==> src/rtl/stacc_pkg.sv <==
package stacc_pkg;
  localparam int unsigned LEN_MAX_D = 1024;
  localparam int unsigned LAG_MAX_D = 63;
  localparam int unsigned GAP_MAX_D = 15;

  typedef struct packed {
    logic first;
    logic last;
    logic tap_en;
  } stacc_ctl_t;
endpackage

==> src/rtl/stacc_phase.sv <==
module stacc_phase
  import stacc_pkg::*;
#(
  parameter int unsigned LEN_W = 11,
  parameter int unsigned LAG_W = 6,
  parameter int unsigned GAP_W = 4
) (
  input  logic             clk_i,
  input  logic             rst_ni,
  input  logic             acc_i,
  input  logic [LEN_W-1:0] len_i,
  input  logic [LAG_W-1:0] lag_i,
  input  logic [GAP_W-1:0] gap_i,
  output stacc_ctl_t       ctl_o
);
  localparam int unsigned CW = LEN_W + 1;

  logic [LEN_W-1:0] cnt_q;
  logic [GAP_W-1:0] ph_q;
  logic [CW-1:0]    cnt_p1, lag_p1;
  logic             zone;

  assign cnt_p1 = {1'b0, cnt_q} + CW'(1);
  assign lag_p1 = CW'(lag_i) + CW'(1);
  // cnt_q = i-1 for current position i; tap zone starts at i = lag+2
  assign zone   = {1'b0, cnt_q} >= lag_p1;

  assign ctl_o.first  = (cnt_q == '0);
  assign ctl_o.last   = (cnt_p1 == {1'b0, len_i});
  assign ctl_o.tap_en = zone && (ph_q == '0);

  always_ff @(posedge clk_i or negedge rst_ni) begin
    if (!rst_ni) begin
      cnt_q <= '0;
      ph_q  <= '0;
    end else if (acc_i) begin
      if (ctl_o.last) begin
        cnt_q <= '0;
        ph_q  <= '0;
      end else begin
        cnt_q <= cnt_q + 1'b1;
        if (zone) ph_q <= (ph_q == gap_i) ? '0 : ph_q + 1'b1;
      end
    end
  end

  // with a nonzero gap a firing position is followed by a silent one
  a_r3_tap_spacing: assert property (@(posedge clk_i) disable iff (!rst_ni)
    acc_i && ctl_o.tap_en && (gap_i != '0) && !ctl_o.last |=> !ctl_o.tap_en);

  // the position count restarts after the last bit of a frame
  a_r5_frame_restart: assert property (@(posedge clk_i) disable iff (!rst_ni)
    acc_i && ctl_o.last |=> ctl_o.first && !ctl_o.tap_en);
endmodule

==> src/rtl/stacc_hist.sv <==
module stacc_hist #(
  parameter int unsigned LAG_MAX = 63,
  parameter int unsigned LAG_W   = 6
) (
  input  logic             clk_i,
  input  logic             rst_ni,
  input  logic             acc_i,
  input  logic             clr_i,
  input  logic             d_i,
  input  logic [LAG_W-1:0] lag_i,
  output logic             prev_o,
  output logic             tap_o
);
  localparam int unsigned DEPTH = LAG_MAX + 1;

  // hist_q[k] holds the parity bit k+1 positions back
  logic [DEPTH-1:0] hist_q;

  for (genvar g = 0; g < DEPTH; g++) begin : g_stage
    always_ff @(posedge clk_i or negedge rst_ni) begin
      if (!rst_ni)       hist_q[g] <= 1'b0;
      else if (acc_i) begin
        if (clr_i)       hist_q[g] <= 1'b0;
        else if (g == 0) hist_q[g] <= d_i;
        else             hist_q[g] <= hist_q[(g == 0) ? 0 : g-1];
      end
    end
  end

  assign prev_o = hist_q[0];
  assign tap_o  = hist_q[lag_i];

  // nothing of a finished frame remains visible to the next one
  a_r5_hist_clear: assert property (@(posedge clk_i) disable iff (!rst_ni)
    acc_i && clr_i |=> !prev_o && !tap_o);
endmodule

==> src/rtl/switched_tap_accum.sv <==
module switched_tap_accum
  import stacc_pkg::*;
#(
  parameter int unsigned LEN_MAX = LEN_MAX_D,
  parameter int unsigned LAG_MAX = LAG_MAX_D,
  parameter int unsigned GAP_MAX = GAP_MAX_D,
  localparam int unsigned LEN_W  = $clog2(LEN_MAX + 1),
  localparam int unsigned LAG_W  = $clog2(LAG_MAX + 1),
  localparam int unsigned GAP_W  = $clog2(GAP_MAX + 1)
) (
  input  logic             clk_i,
  input  logic             rst_ni,
  input  logic [LEN_W-1:0] cfg_len_i,
  input  logic [LAG_W-1:0] cfg_lag_i,
  input  logic [GAP_W-1:0] cfg_gap_i,
  output logic             cfg_bad_o,
  input  logic             in_valid_i,
  output logic             in_ready_o,
  input  logic             in_bit_i,
  output logic             out_valid_o,
  input  logic             out_ready_i,
  output logic             out_bit_o,
  output logic             out_last_o
);
  localparam int unsigned CW = LEN_W + 1;

  stacc_ctl_t ctl;
  logic       acc, prev_bit, tap_bit, p_next;

  assign cfg_bad_o  = (CW'(cfg_lag_i) + CW'(1)) >= CW'(cfg_len_i);
  assign in_ready_o = !cfg_bad_o && (!out_valid_o || out_ready_i);
  assign acc        = in_valid_i && in_ready_o;

  stacc_phase #(.LEN_W(LEN_W), .LAG_W(LAG_W), .GAP_W(GAP_W)) i_phase (
    .clk_i  (clk_i),
    .rst_ni (rst_ni),
    .acc_i  (acc),
    .len_i  (cfg_len_i),
    .lag_i  (cfg_lag_i),
    .gap_i  (cfg_gap_i),
    .ctl_o  (ctl)
  );

  stacc_hist #(.LAG_MAX(LAG_MAX), .LAG_W(LAG_W)) i_hist (
    .clk_i  (clk_i),
    .rst_ni (rst_ni),
    .acc_i  (acc),
    .clr_i  (ctl.last),
    .d_i    (p_next),
    .lag_i  (cfg_lag_i),
    .prev_o (prev_bit),
    .tap_o  (tap_bit)
  );

  assign p_next = in_bit_i ^ prev_bit ^ (ctl.tap_en & tap_bit);

  always_ff @(posedge clk_i or negedge rst_ni) begin
    if (!rst_ni) begin
      out_valid_o <= 1'b0;
      out_bit_o   <= 1'b0;
      out_last_o  <= 1'b0;
    end else if (acc) begin
      out_valid_o <= 1'b1;
      out_bit_o   <= p_next;
      out_last_o  <= ctl.last;
    end else if (out_ready_i) begin
      out_valid_o <= 1'b0;
    end
  end

  // stalled output is frozen
  a_r7_hold: assert property (@(posedge clk_i) disable iff (!rst_ni)
    out_valid_o && !out_ready_i |=> out_valid_o && $stable(out_bit_o) && $stable(out_last_o));

  // first bit of a frame passes through unchanged
  a_r1_first_pass: assert property (@(posedge clk_i) disable iff (!rst_ni)
    acc && ctl.first |=> out_bit_o == $past(in_bit_i));

  // end-of-frame flag follows the last accepted bit one cycle later
  a_r6_last_flag: assert property (@(posedge clk_i) disable iff (!rst_ni)
    acc |=> out_valid_o && (out_last_o == $past(ctl.last)));

  // an invalid configuration lets no new output appear
  a_r8_bad_blocks: assert property (@(posedge clk_i) disable iff (!rst_ni)
    cfg_bad_o && !out_valid_o |=> !out_valid_o);
endmodule

==> config.mk <==
export PLATFORM = sky130hd
export DESIGN_NAME = switched_tap_accum
export DESIGN_NICKNAME = d
export VERILOG_FILES = /design/src/rtl/stacc_pkg.sv /design/src/rtl/stacc_phase.sv /design/src/rtl/stacc_hist.sv /design/src/rtl/switched_tap_accum.sv
export SDC_FILE = /design/constraint.sdc
export NUM_CORES = 1
export LEC_CHECK = 0
export BUFFER_PORTS_ARGS = -buffer_cell sky130_fd_sc_hd__buf_2
export CAP_MARGIN = 20
export CORE_MARGIN = 3
export CORE_UTILIZATION = 47
export CTS_CLUSTER_SIZE = 10
export DETAILED_ROUTE_END_ITERATION = 16
export SLEW_MARGIN = 40
export SYNTH_ARGS = -nofsm -noshare
export SYNTH_HDL_FRONTEND = slang
export SYNTH_SLANG_ARGS = --single-unit
==> constraint.sdc <==
create_clock -name clk_i -period 4.8 [get_ports clk_i]
set_input_delay 0.96 -clock clk_i [delete_from_list [all_inputs] [get_ports clk_i]]
set_output_delay 0.96 -clock clk_i [all_outputs]
set_load 0.01 [all_outputs]
**Word level (Yosys, flattened, before mapping)**

Index checks and enable logic that the tools add are counted.

- Reduce and logical (&&, ||, !) cells: 10
- $add $sub $neg: 4
- $lt $le $gt $ge: 3
- Equal/unequal tests: 2
- Bitwise operators: 3
- Muxes and demuxes: 72

Operators with widths:

| operator | number |
|---|---|
| $mux 1 | 67 |
| $add 11x1->12 const B | 1 |
| $eq 12x11->1 | 1 |
| $ge 11x12->1 | 1 |
| $ge 12x11->1 | 1 |
| $mux 4 | 3 |
| $add 11x1->11 const B | 1 |
| $mux 11 | 1 |
| $add 6x1->7 const B | 1 |
| $lt 6x7->1 const B | 1 |
| $bmux 1 s6 | 1 |
| $add 4x1->4 const B | 1 |
| $eq 4x4->1 | 1 |
| $logic_not 4->1 | 1 |
| $reduce_bool 2->1 | 2 |
| $logic_and 1x1->1 | 3 |
| $logic_not 1->1 | 2 |
| $reduce_and 2->1 | 1 |
| $xor 1x1->1 | 2 |
| $and 1x1->1 | 1 |
| $logic_or 1x1->1 | 1 |

- Register bits after elaboration: 82
- Input bits: 26
- Output and inout bits: 5
- Word-level logic and storage cells: 163

**Longest topological paths before layout**

Gate-level depths: netlist (run 1).

- Word-level depth: 6
- Mapped depth: 15
- Gate-level depth less buffers: 13

**By module**

From an unflattened synthesis (run 1), not the netlist that was laid out.

- Cell total of the unflattened synthesis: 552
- Area, all modules: 5295.1 µm²

By module, submodules not included:

| module | times used | sequential area each (µm²) | area an instance (µm²) | cells each |
|---|---|---|---|---|
| stacc_hist | 1 | 1601.5 | 3318.2 | 316 |
| stacc_phase | 1 | 375.4 | 1561.5 | 186 |
| switched_tap_accum | 1 | 75.1 | 415.4 | 50 |

**Worst setup path after synthesis (run 1)**

OpenSTA, ideal clock, no wires.

- Kind: input to output
- From: input cfg_lag_i[1]
- To: output in_ready_o
- Arrival time: 2.757 ns
- Required time: 3.840 ns
- Slack: 1.083 ns
- Stages: 11
- Buffers on the path: 1
- Path through: clkbuf_1 and2_1 nand2_1 nor2_1 xnor2_1 ha_1 a21o_1 a21oi_1 o21ai_0 nand2_1 and2_1

- Longest elaborated chain between the ends: 4

RTL lines:

| what | RTL line | source |
|---|---|---|
| from (decl) | switched_tap_accum.sv:14 | `input logic [LAG_W-1:0] cfg_lag_i,` |
| $add 6x1->7 | switched_tap_accum.sv:30 | `assign cfg_bad_o = (CW'(cfg_lag_i) + CW'(1)) >= CW'(cfg_len_i);` |
| $ge 12x11->1 | switched_tap_accum.sv:30 |  |
| $logic_not 1->1 | switched_tap_accum.sv:31 | `assign in_ready_o = !cfg_bad_o && (!out_valid_o \|\| out_ready_i);` |
| $logic_and 1x1->1 | switched_tap_accum.sv:31 |  |
| to (decl) | switched_tap_accum.sv:18 | `output logic in_ready_o,` |

Every way passes these cells.

**Worst setup path after layout (run 1)**

- From: input cfg_lag_i[2]
- To: output in_ready_o

Same word-level chain as after synthesis.

==> results of run 1 <==
[path summary, 6_finish.rpt]
check,from,to,slack [ps],depth (start not counted)
max in group asynchronous,rst_ni,i_hist.hist_q[51],3680,1
min reg2reg,out_last_o,out_last_o,480,2
max,cfg_lag_i[2],in_ready_o,690,11
max reg2reg,i_phase.cnt_q[0],i_hist.hist_q[45],1780,8
min,out_last_o,out_last_o,480,2
min in group asynchronous,rst_ni,i_phase.cnt_q[6],630,1
[state kept, by name, indices dropped and copies added, names as in the netlist]
register / cells
out_valid_o: 1
i_hist.prev_o: 1
i_phase.cnt_q: 11
i_phase.ph_q: 4
out_last_o: 1
out_bit_o: 1
i_hist.hist_q: 63
[cells by family (layout without fill, tap and decap cells)]
logic type                 after synthesis  count (layout)
and+or+nand+nor                        223             223
AOI/OAI and AO/OA                      128             128
DFF                                     82              82
buffers and inverters                   57              75
muxes                                   25              25
xor gates and xnor gates                20              20
adders and majority gates               18              18
[where the power goes]
part | total (mW) | internal [mW] | switching (mW)
clock network | 0.515 | 0.254 | 0.262
logic | 0.479 | 0.223 | 0.256
registers | 0.942 | 0.796 | 0.146
total | 1.94 | 1.27 | 0.664
[tightest hold or removal path, delay by kind of cell, from the launching register on]
family | cells | cell delay [ps]
flops | 1 | 350
simple gates | 2 | 100
[synthesized netlist by cell type (3+ instances only)]
library cell,instances,area (um^2)
a21oi_1,8,40.04
a31oi_1,3,18.77
and2_1,5,31.28
and3_1,3,18.77
clkbuf_1,31,116.4
dfrtp_1,82,2052
ha_1,18,225.2
inv_1,23,86.33
mux2i_1,7,70.07
mux4_1,5,131.4
mux4_2,11,247.7
nand2_1,162,608.1
nand2b_1,5,31.28
nand3_1,11,55.05
nand4_1,4,25.02
nor2_1,13,48.80
nor2b_1,6,37.54
nor3_1,3,15.01
nor4_1,3,18.77
o21a_1,3,22.52
o21ai_0,88,440.4
o31ai_1,6,45.04
xnor2_1,6,52.55
xor2_1,13,113.9
[final cells by class]
class | count | area share (%)
clock inverters | 4 | 0.9672
multi-input cells | 414 | 48.93
inverters | 23 | 1.628
repair buffers | 37 | 3.987
well taps | 133 | 3.138
flip-flops and latches | 82 | 38.69
clock buffers | 11 | 2.666
[through the flow]
step | hold slack, ps | utilization, % | instances
floorplan | 442.0 | - | 553
global placement | 448.5 | 51.52 | 689
detailed placement | 455.1 | 51.55 | 689
CTS | 475.2 | 53.50 | 704
global route | 504.6 | 53.52 | 704
finish | 475.4 | 53.52 | 704
[routing by layer]
metal	vias up	share of wire, %	global-route usage [%]
met5	-	0	0
met4	0	1.4	6.041
met3	11	3.5	3.719
met2	67	46	32.90
met1	1963	49	28.18
li1	1931	-	-
==> results_dict.tcl, run 1 <==
set metrics [dict create \
    status "finished, final reports clean" \
    fmax_ghz 0.2432 \
    yosys-mux-area-fraction_pct 9.694 \
    n_antenna_cell 0 \
    cp.required_ps 3840 \
    core_um2 9910 \
    cp.arrival_ps 3150 \
    layout_common_cells "nand2_1, o21ai_0, dfrtp_1" \
    areaGrowthSynthToFinish_pct 9.000 \
    cp-end-kind "primary output" \
    synth_cells 553 \
    p_per_area_nw_per_um2 365.0 \
    ant_nets 0 \
    vias_per_cell 5.642 \
    p_leak_nw 2.367 \
    drtIter0Drc 285 \
    detail_route.first_pass.iterations 4 \
    period_minus_slack_ps 4112 \
    routedWlPerCell_um 16.07 \
    final_common_cell "nand2_1" \
    path_max_fanout 16 \
    fp.dieW_um 107.8 \
    cpPeakStageDelay_ps 500 \
    hold_viol_final 0 \
    cts_sinks 82 \
    grt_setup_unrepaired "no" \
    multiInputGateArea_um2 2595 \
    drc 0 \
    worst_slack_ps 688.0 \
    grt_pass1_vias 3805 \
    slew_headroom_pct 47.94 \
    fin_skew_ps 10.51 \
    worst_pin_slew_ps 773.7 \
    cts_tree "yes" \
    post-route-period-util_pct 85.67 \
    critPathSlowestCell "o21ai_0" \
    synth_fp_nets 597 \
    cts_buffer_depth 2 \
    start_util_pct 49.10 \
    synth_compound_area_share_pct 15.38 \
    synth_fa_ha_area_share_pct 4.628 \
    synth-simple-area-share_pct 19.47 \
    routed_wl_um 11320 \
    path_class "input pin to primary output" \
    setup_viol 0 \
    nets 611 \
    worst-path-buf-inv 2 \
    finalPower_mw 1.936 \
    path_cells "buf_2 > and2_1 > nand2_1 > nor2_1 > xnor2_1 > ha_1 > nand3_1 > o21ai_0 > nand2_1 > and2_1 > buf_2" \
    syn_avg_cell_area_um2 8.799 \
    hold_path_class "register to register" \
    path_delay_family "simple AND/OR/NAND/NOR gates" \
    maxCapViolations 0 \
    rows 36 \
    gp_congestion 0.8435 \
    final_area_um2 5304 \
    mappedNetlistArea_um2 4866 \
    cts-htree-levels 3 \
    grt_pass1_wl_um 18940 \
    place_ws_ps 690.4 \
    drive_gt1_share_pct 12.43 \
    yosysWarnings 0 \
    timing.final.max_slew_violations 0 \
    cts_resized 0 \
    ctsHoldBuffers 0 \
    synthFlopType "dfrtp_1" \
    peakVddDrop_uv 144.9 \
    vias 3972 \
    clk_latency_ps 350 \
    fp.dieH_um 107.8 \
    synth_edf_count 0 \
    regArea_um2 2052 \
    numCtsBuffers 9 \
    fillers 949 \
    antenna_found_initial 0 \
    grt_use_total_pct 20.41 \
    place_area_um2 5109 \
    clk_pin_slew_worst_paths_ps 90 \
    grt.overflow.total 0 \
    grt_start_max_net_pins 83 \
    synth_xor_area_share_pct 3.883 \
    ios 31 \
    synth_async_sr_flop_share_pct 100.0 \
    start_kind "input pin" \
    cts_setup_buffers 0 \
    seq_area_frac_synth_pct 42.17 \
    dp_hpwl_um 7472 \
    root_buffer "clkbuf_8" \
    dieArea_um2 11610 \
    ys_seq_elements 82 \
    fin_setup_tns_ps 0 \
    numPortBuffers 30 \
    yosysUniqueCellTypes 49 \
    synth_top_family_by_area "simple AND/OR/NAND/NOR gates" \
]
Power figures use the tool's default switching activity.
==> run 2, diff against run 1 <==
--- a/config.mk
+++ b/config.mk
@@ -7,8 +7,9 @@
 export LEC_CHECK = 0
 export BUFFER_PORTS_ARGS = -buffer_cell sky130_fd_sc_hd__buf_2
 export CAP_MARGIN = 20
-export CORE_MARGIN = 3
+export CORE_MARGIN = 2
 export CORE_UTILIZATION = 47
+export CTS_BUF_LIST = sky130_fd_sc_hd__clkbuf_4 sky130_fd_sc_hd__clkbuf_8
 export CTS_CLUSTER_SIZE = 10
 export DETAILED_ROUTE_END_ITERATION = 16
 export SLEW_MARGIN = 40
==> run 2 against run 1 <==
- clock power about the same
- wire length down 1.3%
- register-to-register slack worse by 140 ps
- first-iteration DRC count down 14%
- sequential share of layout area down 0.17 points
- maximum frequency down 1.9%
- global-route usage up 1.3 points
- critical path depth unchanged
- hold slack better by 6.6 ps
- critical path type unchanged
- critical endpoint unchanged
- largest power group unchanged
==> results_dict.tcl, run 2 (synthesis results as in run 1) <==
set metrics [dict create \
    fin_skew_ps 14.66 \
    path_max_fanout 14 \
    dp_hpwl_um 7629 \
    grt_pass1_vias 3947 \
    p_per_area_nw_per_um2 363.9 \
    core_um2 10180 \
    grt_start_max_net_pins 78 \
    cp-end-kind "primary output" \
    vias_per_cell 5.473 \
    numCtsBuffers 9 \
    p_int_mw 1.259 \
    fmax_ghz 0.2386 \
    nets 611 \
    r2r_slack_ps 1640 \
    timing.final.max_slew_violations 0 \
    p_comb_share_pct 25.0 \
    post-route-period-util_pct 87.33 \
    worstReg2RegStart "i_phase.cnt_q[0]" \
    start_util_pct 47.78 \
    cts_setup_buffers 0 \
    ant_nets 0 \
    largest_register_ffs 63 \
    cts_tree "yes" \
    start_kind "input pin" \
    endpoint "in_ready_o" \
    worst_slack_ps 608.3 \
    cts_resized 0 \
    p_switching_mw 0.6797 \
    rows 37 \
    drc 0 \
    routed_wl_um 11160 \
    root_buffer "clkbuf_8" \
    fillers 983 \
    met2_length_um 5390 \
    grt.overflow.total 0 \
    clk_latency_ps 370 \
    regArea_um2 2052 \
    drive_gt1_share_pct 12.76 \
    n_antenna_cell 0 \
    cts_sinks 82 \
    wl_met1_um 5196 \
    layout_common_cells "nand2_1, o21ai_0, dfrtp_1" \
    fin_setup_tns_ps 0 \
    path_class "input pin to primary output" \
    ios 31 \
    grt_pass1_wl_um 19330 \
    drtIter0Drc 246 \
    startpoint "cfg_lag_i[0]" \
    areaGrowthSynthToFinish_pct 9.488 \
    top_regs "i_hist.hist_q (63), i_phase.cnt_q (11), i_phase.ph_q (4)" \
    cp.arrival_ps 3230 \
    grt_use_total_pct 21.74 \
    dieArea_um2 11180 \
    reg2reg_to "i_hist.hist_q[9]" \
    maxCapViolations 0 \
    grt_setup_unrepaired "no" \
    path_cells "buf_2 > ha_1 > nand3_1 > or2_2 > inv_1 > ha_1 > nand3_1 > o21ai_0 > nand2_1 > and2_1 > buf_2" \
    cpPeakStageDelay_ps 560 \
    routed.top_layer "met4" \
    multiInputGateArea_um2 2595 \
    detail_route.first_pass.iterations 4 \
    fp.dieH_um 105.8 \
    ctsHoldBuffers 0 \
    setup_viol 0 \
    numPortBuffers 30 \
    place_ws_ps 557.5 \
    peakVddDrop_uv 171.3 \
    hold_viol_final 0 \
    hold_path_class "register to register" \
    clk_pin_slew_worst_paths_ps 90 \
    gp_congestion 0.8163 \
    cts_buffer_depth 2 \
    fp.dieW_um 105.8 \
    status "finished, final reports clean" \
    seqPwrFrac_pct 48.5 \
    p_leak_nw 2.377 \
    vias 3875 \
    swShare_pct 35.06 \
    wl_met3_um 284 \
    worst_pin_slew_ps 725.1 \
    cp.required_ps 3840 \
    final_common_cell "nand2_1" \
    period_minus_slack_ps 4192 \
    clockPowerShare_pct 26.5 \
    cts-htree-levels 3 \
    regMostFlops "i_hist.hist_q" \
    slew_headroom_pct 51.21 \
    antenna_found_initial 0 \
    routedWlPerCell_um 15.77 \
    rr_worst_depth 8 \
    critPathSlowestCell "o21ai_0" \
]
-- run 2: metal layers --
metal	track usage, %	vias to the layer above
met5	0	-
met4	11.37	0
met3	3.030	20
met2	35.48	49
met1	28.20	1874
li1	-	1932
-- run 2: worst max-delay path, delay by kind of cell --
family          cells  cell delay (ps)
compound gates      1              560
fa+ha+maj           2              380
buf+inv             3              510
simple gates        5              820
-- run 2: worst min path at each step --
stage	start	end	slack, ps	depth (start not counted)
6_report	out_last_o	out_last_o	480	2
3_3_place_gp	out_last_o	out_last_o	450	2
3_5_place_dp	out_last_o	out_last_o	470	2
2_1_floorplan	i_hist.hist_q[63]	i_hist.hist_q[63]	440	2
4_1_cts	out_last_o	out_last_o	500	2
5_1_grt	out_last_o	out_last_o	530	2
-- run 2: cell type report --
| cell class | count | area share (%) |
|---|---|---|
| multi-input combinational | 414 | 48.71 |
| clock inverter | 7 | 1.315 |
| inverter | 23 | 1.620 |
| tap | 136 | 3.194 |
| timing repair buffer | 37 | 4.321 |
| clock buffer | 9 | 2.325 |
| sequential | 82 | 38.52 |
-- run 2: power by group through the flow --
stage | clock network [mW] | logic [mW] | registers [mW]
2_1_floorplan | 0 | 0.400 | 0.886
3_3_place_gp | 0 | 0.473 | 0.949
3_5_place_dp | 0 | 0.489 | 0.952
4_1_cts | 0.526 | 0.491 | 0.938
5_1_grt | 0.550 | 0.559 | 0.963
6_report | 0.514 | 0.485 | 0.940
-- run 2: through the flow --
stage / utilization, % / power [mW] / area, um^2 / instances / hold WS, ps
final: 52.31 / 1.939 / 5328 / 708 / 482.0
after global routing: 52.31 / 2.072 / 5328 / 708 / 532.0
after CTS: 52.31 / 1.955 / 5328 / 708 / 495.6
after detailed placement: 50.41 / 1.441 / 5134 / 692 / 473.8
after global placement: 50.41 / 1.422 / 5134 / 692 / 451.1
after floorplan: - / 1.286 / 4866 / 553 / 442.0
